## config.mk

```make
export PLATFORM = sky130hd
export DESIGN_NAME = rng_status_reg
export DESIGN_NICKNAME = d
export VERILOG_FILES = /design/src/rtl/rng_status_reg.sv
export SDC_FILE = /design/constraint.sdc
export NUM_CORES = 1
export LEC_CHECK = 0
export BUFFER_PORTS_ARGS = -buffer_cell sky130_fd_sc_hd__buf_2
export CORE_UTILIZATION = 26
export DETAILED_ROUTE_END_ITERATION = 12
export PLACE_DENSITY_LB_ADDON = 0.3
export SETUP_SLACK_MARGIN = 0.02
export SYNTH_ARGS = -nofsm -noshare
export SYNTH_HDL_FRONTEND = slang
export SYNTH_SLANG_ARGS = --single-unit
export TNS_END_PERCENT = 1
```

## constraint.sdc

```tcl
create_clock -name clk -period 0.92 [get_ports clk]
set_input_delay 0.184 -clock clk [delete_from_list [all_inputs] [get_ports clk]]
set_output_delay 0.184 -clock clk [all_outputs]
set_load 0.01 [all_outputs]
```

## src/rtl/rng_status_reg.sv

```systemverilog
module rng_status_reg #(
  parameter int W = 32
) (
  input  logic         clk,
  input  logic         rst_n,
  input  logic         word_ready,
  input  logic         data_read,
  input  logic         seed_err_live,
  input  logic         clk_err_live,
  input  logic         clk_chk_dis,
  input  logic         irq_en,
  input  logic         wr_en,
  input  logic [W-1:0] wr_data,
  output logic [W-1:0] status,
  output logic         irq
);
  localparam int B_RDY  = 0;
  localparam int B_CLK  = 1;
  localparam int B_SEED = 2;
  localparam int B_SCLK = 5;
  localparam int B_SSEED = 6;

  logic rdy, clk_f, seed_f, clk_s, seed_s;
  logic clk_in, clk_rise, seed_rise, clr_clk, clr_seed;
  logic unused_wr;

  assign clk_in    = clk_err_live & ~clk_chk_dis;
  assign clk_rise  = clk_in & ~clk_f;
  assign seed_rise = seed_err_live & ~seed_f;
  assign clr_clk   = wr_en & ~wr_data[B_SCLK];
  assign clr_seed  = wr_en & ~wr_data[B_SSEED];
  assign unused_wr = ^{wr_data[W-1:B_SSEED+1], wr_data[B_SCLK-1:0]};

  always_ff @(posedge clk or negedge rst_n) begin
    if (!rst_n) begin
      rdy    <= 1'b0;
      clk_f  <= 1'b0;
      seed_f <= 1'b0;
      clk_s  <= 1'b0;
      seed_s <= 1'b0;
    end else begin
      if (word_ready)     rdy <= 1'b1;
      else if (data_read) rdy <= 1'b0;
      clk_f  <= clk_in;
      seed_f <= seed_err_live;
      clk_s  <= clk_rise  | (clk_s  & ~clr_clk);
      seed_s <= seed_rise | (seed_s & ~clr_seed);
    end
  end

  always_comb begin
    status          = '0;
    status[B_RDY]   = rdy;
    status[B_CLK]   = clk_f;
    status[B_SEED]  = seed_f;
    status[B_SCLK]  = clk_s;
    status[B_SSEED] = seed_s;
  end

  assign irq = irq_en & (rdy | clk_s | seed_s);
endmodule

```

==> run summary <==
Status: finished with violations
Violated checks: negative setup slack
Final period util: 135%
Routed Antenna Nets: 0
GRT overflow: 0
DR vias: 268
Hold depth: 1
Drt first pass iters: 2
Vias in the first global route: 202
Initial antenna violation count: 0
Clock buffer depth: 2
Total GRT Usage: 7.06%
Hold WC Path Type: in -> reg
Startpoint Class: flip-flop
Synth Register Bits: 5
Setup WS post-layout: -0.325 ns
PwrDens: 1440 mW/mm^2
Share of cells above drive strength 1: 35.8%
Final WL: 593 um
Max IR drop VDD: 0.705 mV
Crit-path leading delay family: flip-flops
Placed Instance Area: 420 um^2
Clk_lat worst skew: 0.25 ns
Area grow syn2layout: 11.4%
Initial Util: 28.6%
CTS Root Cell: clkbuf_4
Setup violators final: 6
Finished Cell Area: 490 um^2
Slowest stage delay, CP: 0.38 ns
Chip width: 43.2 um
Synth unique cells: 9
Cell Area, Synth: 440 um^2
Total CTS buffers: 3
H-tree Lvls: 1
Unrepaired setup endpoints after global routing: true
Dpl ws: -0.0415 ns
I/O pin total: 74
TritonCTS Sinks: 5
Die H: 43.2 um
Setup CP Type: reg -> out
Initial DRC Count: 3
Total power: 706 uW
Nets: 109
Hold Startpoint: seed_err_live
Most frequent cells in the layout: 27 x conb_1, 13 x buf_2, 5 x dfrtp_1, 5 x buf_6
Final Skew: 0.000749 ns
Reg-to-reg endpoint: rdy
Worst path cell trace: o31a_1 > buf_2
Final hold slack: 0.0655 ns
Worst endpoint data arrival time: 1.06 ns
CTS clk-pin slew, worst paths: 0.05 ns
Vias/cell: 3.23
# Max-Cap Violations: 0
Hold Path Sink: seed_f
Sequential fraction of the synthesis area: 28.4%
Min cycle time layout: 1.24 ns
Cells after synthesis: 48
GPL Wtd Cong: 0.623
Post-DP HPWL: 477 um
WP data required: 0.74 ns
CP max FO: 2
Largest net degree at the start of global routing: 6
Detailed-route DRC error count: 0
Die area: 0.00186 mm^2
Flop2flop setup slack: 0.03 ns
First-pass GRT wire length: 876 um
IO buf count: 16
CP Capture Type: output pin
CTS tree: built
Diodes inserted: 0
Drt wl/cell: 7.14 um
Final Slew Violations: 0
Final Hold Fails: 0
Slowest-stage cell, CP: dfrtp_1
Peak Freq: 803 MHz
Reg-to-reg startpoint: rdy
Fill count: 159
Leakage: 0.299 nW
Syn. warnings: 0
R2R depth: 3
Floorplan row count: 14
Synth Area per Inst: 9.18 um^2
Most common cell after layout, fill and taps aside: conb_1
Worst Path Buf+Inv: 1
Total core area: 0.00154 mm^2
-- worst max path at each step --
| stage | from | to | slack, ns | cells past startpoint |
|---|---|---|---|---|
| detailed placement | clk_s | irq | -0.04 | 2 |
| CTS | rdy | irq | -0.31 | 2 |
| floorplan | clk_s | irq | 0.04 | 1 |
| global route | rdy | irq | -0.36 | 2 |
| finish | rdy | irq | -0.32 | 2 |
| global placement | clk_s | irq | -0.04 | 2 |
-- layer usage --
metal,up-vias,track usage (%),routed length (um)
met5,-,0,0
met3,0,7.66,96
li1,127,-,-
met4,0,1.82,0
met2,26,8.96,281
met1,115,7.85,215
-- worst register-to-register path, cell delays in order, from the launching register on --
cell     delay (ns)
dfrtp_1        0.38
buf_4          0.13
buf_4          0.12
a21o_1         0.15
-- Yosys cell counts, drive strengths merged --
library cell	count	area, um^2
inv	3	11.3
a21o	1	7.51
dfrtp	5	125
nand2b	2	12.5
o31a	1	8.76
a22o	2	17.5
nor2b	1	13.8
conb	1	3.75
buf	32	240
-- power breakdown --
| part | switching (mW) | internal (mW) |
|---|---|---|
| registers | 0.0112 | 0.239 |
| logic | 0.0985 | 0.0922 |
| clock network | 0.101 | 0.165 |
-- area by class of cell --
cell class	instances	area [um^2]	share of cell area, %
inverter	3	11.3	2.30
tap	16	20.0	4.08
sequential	5	125	25.5
multi-input combinational	34	161	32.9
timing repair buffer	21	146	29.8
clock buffer	4	26.3	5.36
-- metrics by stage --
stage | instances | setup TNS, ns | utilization [%]
6_report | 83 | -0.848 | 31.8
5_1_grt | 83 | -1.07 | 31.8
4_1_cts | 82 | -0.755 | 31.3
3_5_place_dp | 77 | -0.0415 | 27.3
3_3_place_gp | 77 | -0.0406 | 27.3
2_1_floorplan | 74 | 0 | -
-- registers in the layout, indices dropped and copies added, names as in the netlist --
signal  flops
clk_f       1
seed_f      1
clk_s       1
rdy         1
seed_s      1
-- cells by family after synthesis --
logic type             share of synthesized area, %
AOI/OAI and AO/OA                              7.67
buffers and inverters                          57.1
DFF                                            28.4
other                                         0.851
and+or+nand+nor                                5.96
-- repair_timing --
item | 4_1_cts | 5_1_grt
hold buffers | 1 | 0
endpoints found under the setup margin | 6 | 6
resized for setup | 5 | 0
setup buffers | 0 | 1
cloned | 0 | 0
hold endpoints to repair | 5 | 0
pin swaps | 1 | 0
No activity file was read; power rests on OpenSTA's default activity.
